### src/rtl/irq_ctrl_pkg.sv
package irq_ctrl_pkg;
  localparam int DATA_W       = 32;
  localparam int ADDR_W       = 6;
  localparam int GPIO_GRPS    = 4;
  localparam int PINS_PER_GRP = 32;
  localparam int GRP_BASE     = 24;

  // word offsets (byte address >> 2)
  localparam logic [3:0] W_STAT  = 4'd0;
  localparam logic [3:0] W_MASK  = 4'd1;
  localparam logic [3:0] W_MSET  = 4'd2;
  localparam logic [3:0] W_MCLR  = 4'd3;
  localparam logic [3:0] W_PEND  = 4'd4;
  localparam logic [3:0] W_SCLR  = 4'd5;
  localparam logic [3:0] W_GFLAG = 4'd8;

  typedef enum logic [1:0] {
    MASK_HOLD = 2'd0,
    MASK_LOAD = 2'd1,
    MASK_SET  = 2'd2,
    MASK_CLR  = 2'd3
  } mask_op_e;
endpackage

### src/rtl/irq_gpio_fold.sv
module irq_gpio_fold #(
  parameter int GRPS = 4,
  parameter int PINS = 32,
  localparam int TOT = GRPS * PINS
) (
  input  logic            clk_i,
  input  logic            rst_ni,
  input  logic [TOT-1:0]  pin_i,
  input  logic [GRPS-1:0] clr_en_i,
  input  logic [PINS-1:0] clr_bits_i,
  output logic [TOT-1:0]  flags_o,
  output logic [GRPS-1:0] grp_o
);
  logic [TOT-1:0] flags_q;

  for (genvar g = 0; g < GRPS; g++) begin : g_grp
    logic [PINS-1:0] clr_g;
    assign clr_g = clr_en_i[g] ? clr_bits_i : '0;

    always_ff @(posedge clk_i or negedge rst_ni) begin
      if (!rst_ni) flags_q[g*PINS +: PINS] <= '0;
      else         flags_q[g*PINS +: PINS] <= (flags_q[g*PINS +: PINS] & ~clr_g)
                                            | pin_i[g*PINS +: PINS];
    end

    assign grp_o[g] = |flags_q[g*PINS +: PINS];

    // a pin pulse always leaves its flag set
    p_pin_latch_r7: assert property (@(posedge clk_i) disable iff (!rst_ni)
      1'b1 |=> ((flags_q[g*PINS +: PINS] & $past(pin_i[g*PINS +: PINS]))
                == $past(pin_i[g*PINS +: PINS])));
  end

  assign flags_o = flags_q;
endmodule

### src/rtl/irq_src_regs.sv
module irq_src_regs
  import irq_ctrl_pkg::*;
#(
  parameter int N = 32
) (
  input  logic     clk_i,
  input  logic     rst_ni,
  input  logic [N-1:0] set_i,
  input  logic [N-1:0] clr_i,
  input  mask_op_e mask_op_i,
  input  logic [N-1:0] mask_val_i,
  output logic [N-1:0] status_o,
  output logic [N-1:0] mask_o,
  output logic [N-1:0] pend_o
);
  logic [N-1:0] status_q, mask_q, mask_d;

  always_comb begin
    mask_d = mask_q;
    unique case (mask_op_i)
      MASK_LOAD: mask_d = mask_val_i;
      MASK_SET:  mask_d = mask_q | mask_val_i;
      MASK_CLR:  mask_d = mask_q & ~mask_val_i;
      default:   mask_d = mask_q;
    endcase
  end

  always_ff @(posedge clk_i or negedge rst_ni) begin
    if (!rst_ni) begin
      status_q <= '0;
      mask_q   <= '1;
    end else begin
      status_q <= (status_q & ~clr_i) | set_i;  // set wins
      mask_q   <= mask_d;
    end
  end

  assign status_o = status_q;
  assign mask_o   = mask_q;
  assign pend_o   = status_q & ~mask_q;

  p_req_sets_r2: assert property (@(posedge clk_i) disable iff (!rst_ni)
    1'b1 |=> ((status_q & $past(set_i)) == $past(set_i)));

  p_status_hold_r5: assert property (@(posedge clk_i) disable iff (!rst_ni)
    1'b1 |=> (((status_q ^ $past(status_q)) & ~($past(set_i) | $past(clr_i))) == '0));

  p_mask_hold_r4: assert property (@(posedge clk_i) disable iff (!rst_ni)
    (mask_op_i == MASK_HOLD) |=> $stable(mask_q));
endmodule

### src/rtl/irq_prio_enc.sv
module irq_prio_enc #(
  parameter int N = 32,
  localparam int IDX_W = $clog2(N)
) (
  input  logic             clk_i,
  input  logic             rst_ni,
  input  logic [N-1:0]     pend_i,
  output logic             valid_o,
  output logic [IDX_W-1:0] idx_o
);
  always_comb begin
    idx_o = '0;
    for (int i = N - 1; i >= 0; i--) begin
      if (pend_i[i]) idx_o = IDX_W'(i);
    end
  end

  assign valid_o = |pend_i;

  p_lowest_r6: assert property (@(posedge clk_i) disable iff (!rst_ni)
    valid_o |-> (pend_i[idx_o] && ((pend_i & ((N'(1) << idx_o) - N'(1))) == '0)));
endmodule

### src/rtl/irq_ctrl_top.sv
module irq_ctrl_top
  import irq_ctrl_pkg::*;
#(
  parameter int DW    = DATA_W,
  parameter int AW    = ADDR_W,
  parameter int GRPS  = GPIO_GRPS,
  parameter int PINS  = PINS_PER_GRP,
  parameter int GBASE = GRP_BASE,
  localparam int IDX_W = $clog2(DW),
  localparam int TOT   = GRPS * PINS
) (
  input  logic             clk_i,
  input  logic             rst_ni,
  input  logic [DW-1:0]    src_req_i,
  input  logic [TOT-1:0]   gpio_pin_i,
  input  logic             reg_we_i,
  input  logic [AW-1:0]    reg_addr_i,
  input  logic [DW-1:0]    reg_wdata_i,
  output logic [DW-1:0]    reg_rdata_o,
  output logic             irq_o,
  output logic             irq_valid_o,
  output logic [IDX_W-1:0] irq_idx_o
);
  logic [3:0]      waddr;
  logic [DW-1:0]   status, mask, pend, set_vec, sclr_vec;
  logic [TOT-1:0]  flags;
  logic [GRPS-1:0] grp, gclr_en;
  mask_op_e        mask_op;

  assign waddr = reg_addr_i[5:2];

  always_comb begin
    mask_op  = MASK_HOLD;
    sclr_vec = '0;
    gclr_en  = '0;
    if (reg_we_i) begin
      unique case (waddr)
        W_MASK:  mask_op  = MASK_LOAD;
        W_MSET:  mask_op  = MASK_SET;
        W_MCLR:  mask_op  = MASK_CLR;
        W_SCLR:  sclr_vec = reg_wdata_i;
        default: ;
      endcase
      for (int g = 0; g < GRPS; g++) begin
        if (waddr == W_GFLAG + 4'(g)) gclr_en[g] = 1'b1;
      end
    end
  end

  assign set_vec = src_req_i | (DW'(grp) << GBASE);

  irq_gpio_fold #(.GRPS(GRPS), .PINS(PINS)) u_gpio (
    .clk_i, .rst_ni,
    .pin_i      (gpio_pin_i),
    .clr_en_i   (gclr_en),
    .clr_bits_i (reg_wdata_i[PINS-1:0]),
    .flags_o    (flags),
    .grp_o      (grp)
  );

  irq_src_regs #(.N(DW)) u_regs (
    .clk_i, .rst_ni,
    .set_i      (set_vec),
    .clr_i      (sclr_vec),
    .mask_op_i  (mask_op),
    .mask_val_i (reg_wdata_i),
    .status_o   (status),
    .mask_o     (mask),
    .pend_o     (pend)
  );

  irq_prio_enc #(.N(DW)) u_enc (
    .clk_i, .rst_ni,
    .pend_i  (pend),
    .valid_o (irq_valid_o),
    .idx_o   (irq_idx_o)
  );

  assign irq_o = |pend;

  always_comb begin
    reg_rdata_o = '0;
    unique case (waddr)
      W_STAT:  reg_rdata_o = status;
      W_MASK:  reg_rdata_o = mask;
      W_PEND:  reg_rdata_o = pend;
      default: ;
    endcase
    for (int g = 0; g < GRPS; g++) begin
      if (waddr == W_GFLAG + 4'(g)) reg_rdata_o = DW'(flags[g*PINS +: PINS]);
    end
  end

  // reported source is latched and not masked
  p_enc_visible_r3: assert property (@(posedge clk_i) disable iff (!rst_ni)
    irq_valid_o |-> (status[irq_idx_o] && !mask[irq_idx_o]));

  // group line keeps its status bit set
  p_grp_level_r8: assert property (@(posedge clk_i) disable iff (!rst_ni)
    1'b1 |=> ((status & (DW'($past(grp)) << GBASE)) == (DW'($past(grp)) << GBASE)));

  p_irq_valid_r6: assert property (@(posedge clk_i) disable iff (!rst_ni)
    irq_o == irq_valid_o);
endmodule

### config.mk
export PLATFORM = sky130hd
export DESIGN_NAME = irq_ctrl_top
export DESIGN_NICKNAME = d
export VERILOG_FILES = /design/src/rtl/irq_ctrl_pkg.sv /design/src/rtl/irq_gpio_fold.sv /design/src/rtl/irq_src_regs.sv /design/src/rtl/irq_prio_enc.sv /design/src/rtl/irq_ctrl_top.sv
export SDC_FILE = /design/constraint.sdc
export NUM_CORES = 1
export LEC_CHECK = 0
export CAP_MARGIN = 20
export CORE_UTILIZATION = 64
export DETAILED_ROUTE_END_ITERATION = 12
export DONT_BUFFER_PORTS = 1
export GPL_ROUTABILITY_DRIVEN = 0
export PLACE_DENSITY = 0.86
export SLEW_MARGIN = 25
export SYNTH_ARGS = -nofsm -noshare
export SYNTH_HDL_FRONTEND = slang
export SYNTH_HIERARCHICAL = 1
export SYNTH_SLANG_ARGS = --single-unit
### constraint.sdc
create_clock -name clk_i -period 2.6 [get_ports clk_i]
set_input_delay 0.52 -clock clk_i [delete_from_list [all_inputs] [get_ports clk_i]]
set_output_delay 0.52 -clock clk_i [all_outputs]
set_load 0.01 [all_outputs]
---- Word level (Yosys, flattened, before mapping) ----
Cells that the tools add are included.
cells by class
  $add $sub $neg .......................... 0
  multipliers ............................. 0
  divide/modulo/power cells ............... 0
  order comparisons ....................... 0
  equal/unequal tests ..................... 12
  shift operators ......................... 0
  multiplexer cells ....................... 51
  bitwise gates (word level) .............. 21
  reduce and logical (&&, ||, !) cells .... 7
operators with widths
  operator            count
  $mux 32             10
  $and 32x32->32      7
  $not 32->32         7
  $or 32x32->32       6
  $pmux 32 s3         2
  $mux 5              32
  $reduce_or 32->1    5
  $or 32x28->32       1
  $eq 4x4->1 const B  4
  $eq 4x2->1 const B  2
  $eq 4x3->1 const B  2
  $pmux 2 s3          1
  $eq 2x2->1 const B  2
  $eq 4x1->1 const B  1
  $logic_not 4->1     1
  $mux 1              4
  $mux 4              1
  $reduce_bool 3->1   1
  $eq 2x1->1 const B  1
  $mux 2              1
word-level totals
  register bits ........................... 192
  latch bits .............................. 0
  RAM bits ................................ 0
  ROM bits ................................ 0
  input bits .............................. 201
  output and inout bits ................... 39
  logic and storage cells ................. 97
  memories kept ........................... 0

---- Longest topological paths before layout ----
  depth in word-level cells ............... 34
  mapped depth ............................ 12
  gate-level depth less buffers ........... 6

---- Hierarchy ----
Netlist, hierarchy kept.
by module, submodules not included
  module         times used  cells each  area an instance (µm²)  sequential area each (µm²)
  irq_gpio_fold  1           440         5009.8                  3203.1
  irq_src_regs   1           270         3025.4                  1641.6
  irq_ctrl_top   1           382         2463.6                  0.0
  irq_prio_enc   1           65          385.4                   0.0

---- Worst setup path before layout ----
OpenSTA, ideal clock, no wires.
  kind .................................... in2reg
  from .................................... in reg_addr_i[3]
  to ...................................... reg u_regs.mask_q[20], in the netlist u_regs/mask_o[20]
  library setup time ...................... 0.081 ns
  data arrival time ....................... 2.334 ns
  data required time ...................... 2.519 ns
  setup slack ............................. 0.185 ns
  stages .................................. 12
  path buffers ............................ 7
  path through ............................ buf_2 clkbuf_2 buf_2 buf_2 nand2_1 nor3_1 buf_6 nand2b_1 buf_6 buf_2 a21oi_1 a211oi_2
on the way
  word-level cells in the longest chain between the ends .. 5
  elaborated cells between the ends (all ways) .. 10
RTL lines
  item                                              RTL line            source
  start: declaration                                irq_ctrl_top.sv:17  input logic [AW-1:0] reg_addr_i,
  $eq 4x2->1 or $eq 4x1->1 (tied branches)          irq_ctrl_top.sv:37  unique case (waddr)
  $pmux 2 s3 *                                      irq_ctrl_top.sv:37
  $mux 2 *                                          irq_ctrl_top.sv:36  if (reg_we_i) begin
  net mask_op[1]                                    irq_ctrl_top.sv:28  mask_op_e mask_op;
  $eq 2x2->1 or $eq 2x1->1 (tied branches)          irq_src_regs.sv:20  unique case (mask_op_i)
  $pmux 32 s3 or $reduce_bool 3->1 (tied branches)  --
  end signal: assignment                            irq_src_regs.sv:34  mask_q <= mask_d;
  end: declaration                                  irq_src_regs.sv:16  logic [N-1:0] status_q, mask_q, mask_d;
The timed path passes the listed nets; every way through them passes the cells marked *.
A chain may end at the register's enable or synchronous reset.

---- Worst setup path after layout ----
  from .................................... reg u_regs.mask_q[21], in the netlist u_regs/mask_o[21]
  to ...................................... out irq_idx_o[0]
on the way
  word-level cells in the longest chain between the ends .. 24
RTL lines
  item                  RTL line            source
  $not 32->32           irq_src_regs.sv:40  assign pend_o = status_q & ~mask_q;
  $and 32x32->32        irq_src_regs.sv:40
  net pend[21]          irq_ctrl_top.sv:25  logic [DW-1:0] status, mask, pend, set_vec, sclr_vec;
  $mux 5 (22 in a row)  irq_prio_enc.sv:14  if (pend_i[i]) idx_o = IDX_W'(i);
  end: declaration      irq_ctrl_top.sv:22  output logic [IDX_W-1:0] irq_idx_o
The timed path passes the listed nets, and every way through them passes these cells.

==> flow_summary.json <==
{
  "port_buffers": 0,
  "yosys_register_bits": 192,
  "end_kind": "output pin",
  "grt_antenna_before_repair": 2,
  "cts_sinks": 192,
  "place_area_um2": 11300,
  "top_usage_layer": "met2",
  "maxSlewHeadroom": 0.571,
  "drc": 0,
  "netlist.top_cell.by_area": "dfrtp_1",
  "dp_slack_ps": 184,
  "hpwlAfterDp_mm": 24.3,
  "cts_buffers": 17,
  "routedWlPerCell_um": 24.8,
  "drt_iter0_drc": 1464,
  "grt_pass1_wl_mm": 53.2,
  "crit_type": "flip-flop to output pin",
  "die-area_um2": 17500,
  "clk-insertion-delay-late_ps": 450,
  "final_common_cell": "dfrtp_1",
  "via_count": 9910,
  "min_path_type": "input port to asynchronous set/reset pin",
  "grt_max_degree": 193,
  "setup_viol": 7,
  "yosysSeqAreaShare": 0.445,
  "firstDrtPassIters": 7,
  "crit_path_start_kind": "flip-flop",
  "rsz0062_at_grt": "yes",
  "max_freq_ghz": 0.352,
  "grt.overflow.total": 0,
  "layout.nets": 1388,
  "period_share": 1.09,
  "syn_avg_cell_area_um2": 9.41,
  "crit_slowest_cell": "a2111oi_0",
  "cp_top_family": "compound AO/OA/AOI/OAI gates",
  "p_sw_mw": 1.83,
  "pwr-share-comb": 0.129,
  "final_cell_mix": "dfrtp_1 (160), a21o_1 (157), nand2_1 (136)",
  "netSwitchingFraction": 0.266,
  "required_ps": 2080,
  "syn_area_um2": 10900,
  "leakagePower_nw": 4.03,
  "whs_ps": -239,
  "drive_gt1_frac": 0.214,
  "synth_area_leaders": "dfrtp_1 (37%), a21o_1 (11%), dfstp_2 (7.7%)",
  "pin_count": 240,
  "synthCells": 1157,
  "coreArea_um2": 16600,
  "avgViaCountPerCell": 6.97,
  "area_growth_pct": 12.3,
  "crit_buf_inv": 1,
  "p_per_area_nw_per_um2": 560,
  "grt_use_met1": 0.518,
  "postLayoutCellArea_um2": 12200,
  "h-tree-depth": 4,
  "synth.yosys.warnings": 6,
  "drv_slew": 0,
  "worst_pin_slew_ps": 628,
  "peakVddDrop_mv": 0.539,
  "ys.flop_type": "dfrtp_1",
  "antenna_left": 0,
  "grt_pass1_vias": 9372,
  "cp_max_fo": 6,
  "fin_worst_skew_ps": 14.9,
  "initial_core_util": 0.656,
  "yosysUniqueCellTypes": 53,
  "critPathArrivalTime_ps": 2320,
  "slowest_delay_ps": 620,
  "cap_viol_max_count": 0,
  "path_clk_slew_ps": 80,
  "setup_tns_ps": -496,
  "synth_edf_count": 0,
  "status": "finished, violations left",
  "num_rows": 47,
  "power.internal_mw": 5.02,
  "synthArstFlopShare": 1.00,
  "track_usage": 0.400,
  "cts_buffer_depth": 2,
  "syn-num-nets": 1358,
  "min_period_ps": 2840,
  "worstPathCellList": "nor2b_1 -> a2111oi_0 -> o31ai_2 -> o2111ai_2 -> a221oi_2 -> buf_4",
  "p_seq_frac": 0.468,
  "setup_ws_ps": -242,
  "totalPowerFinal_mw": 6.85,
  "timing.final.hold_violations": 176,
  "die_y_um": 132,
  "wirelength_mm": 35.2,
  "grt_use_met3": 0.146,
  "violations": "hold timing, setup timing",
  "grt_use_met2": 0.597,
  "cts_root_buf": "clkbuf_16",
  "yosysTopAreaCellShare": 0.368,
  "final.fill_count": 1163,
  "cts_tree": "done",
  "p_clk_frac": 0.404,
  "die_x_um": 132
}
## power by group through the flow
stage / combinational (mW) / clock (mW) / sequential (mW)
6_report: 0.881 / 2.77 / 3.20
5_1_grt: 0.938 / 2.91 / 3.21
4_1_cts: 0.823 / 2.76 / 3.19
3_5_place_dp: 0.753 / 0 / 3.25
3_3_place_gp: 0.732 / 0 / 3.24
2_1_floorplan: 0.573 / 0 / 3.22
## logic make-up (layout without fill, tap and decap cells)
family	count (synthesis)	after routing	synth area share
AO/OA/AOI/OAI	432	432	0.284
XOR/XNOR	4	4	0.00322
buffers and inverters	107	149	0.0514
flip-flops	192	192	0.445
multiplexers	37	37	0.0354
other	0	3	0
AND/OR/NAND/NOR	385	385	0.181
## state kept, by name, indices dropped and copies added (netlist names)
name	count
u_regs/mask_o	32
u_regs/status_o	32
u_gpio/flags_o	128
## worst reg2reg max path, cell delays in order, from the launching register on
cell,delay [ps]
dfrtp_1,410
nor4_1,400
nand4_1,250
or2_1,330
or2_2,320
a21o_1,150
## through the flow
step / utilization / instances
6_report: 0.737 / 1422
4_1_cts: 0.728 / 1416
2_1_floorplan: - / 1157
5_1_grt: 0.737 / 1421
3_3_place_gp: 0.683 / 1377
3_5_place_dp: 0.683 / 1377
## final cells by class
class                           count  area [um2]  share of cell area
Tap cell                          220         275              0.0225
Clock inverter                     12         169              0.0138
Inverter                           40         150              0.0123
Timing Repair Buffer               78         639              0.0523
Clock buffer                       19         453              0.0371
Sequential cell                   192        4840               0.396
Multi-Input combinational cell    858        5680               0.465
Antenna cell                        3        7.51            0.000614
## layer usage
metal | wire, um | up-vias
met5 | 0 | -
met1 | 13100 | 4759
met2 | 15800 | 769
li1 | - | 4233
met3 | 4490 | 149
met4 | 1900 | 0
## cells in the mapped netlist, types with 5 or more instances
cell type	n
nor4_1	43
o22ai_1	15
nand4_1	11
mux2_2	12
inv_1	39
dfrtp_1	160
a2bb2oi_1	11
or2_2	6
o21ai_0	46
a211oi_2	26
o21a_1	15
nor2b_1	48
nor2_2	6
o32ai_1	13
a22o_1	10
nand2_1	136
a22oi_1	20
buf_6	13
a21oi_1	90
buf_2	29
or2_1	5
clkbuf_1	18
buf_4	6
a21o_1	157
and2_1	34
nor2_1	64
o2bb2ai_1	7
dfstp_2	32
mux2i_1	25
nor3_1	11
## worst paths after layout
kind	start	to	slack (ps)	cells past startpoint
worst max-delay path	u_regs/mask_o[21]	irq_idx_o[0]	-240	6
worst min-delay path	rst_ni	u_regs/status_o[29]	-240	0
worst max register to register	u_gpio/flags_o[109]	u_regs/status_o[27]	650	5
min in group clk_i	reg_wdata_i[1]	u_regs/mask_o[1]	110	1
max in group asynchronous	rst_ni	u_regs/mask_o[27]	2460	0
worst min register to register	u_gpio/flags_o[73]	u_gpio/flags_o[73]	510	1
## repair_timing
| item | CTS | global route |
|---|---|---|
| setup endpoints to repair | 9 | 15 |
| hold endpoints to repair | 192 | 180 |
| buffers inserted | 8 | 3 |
| resized for setup | 19 | 32 |
| pin swaps | 8 | 9 |
Power figures use the tool's default switching activity.
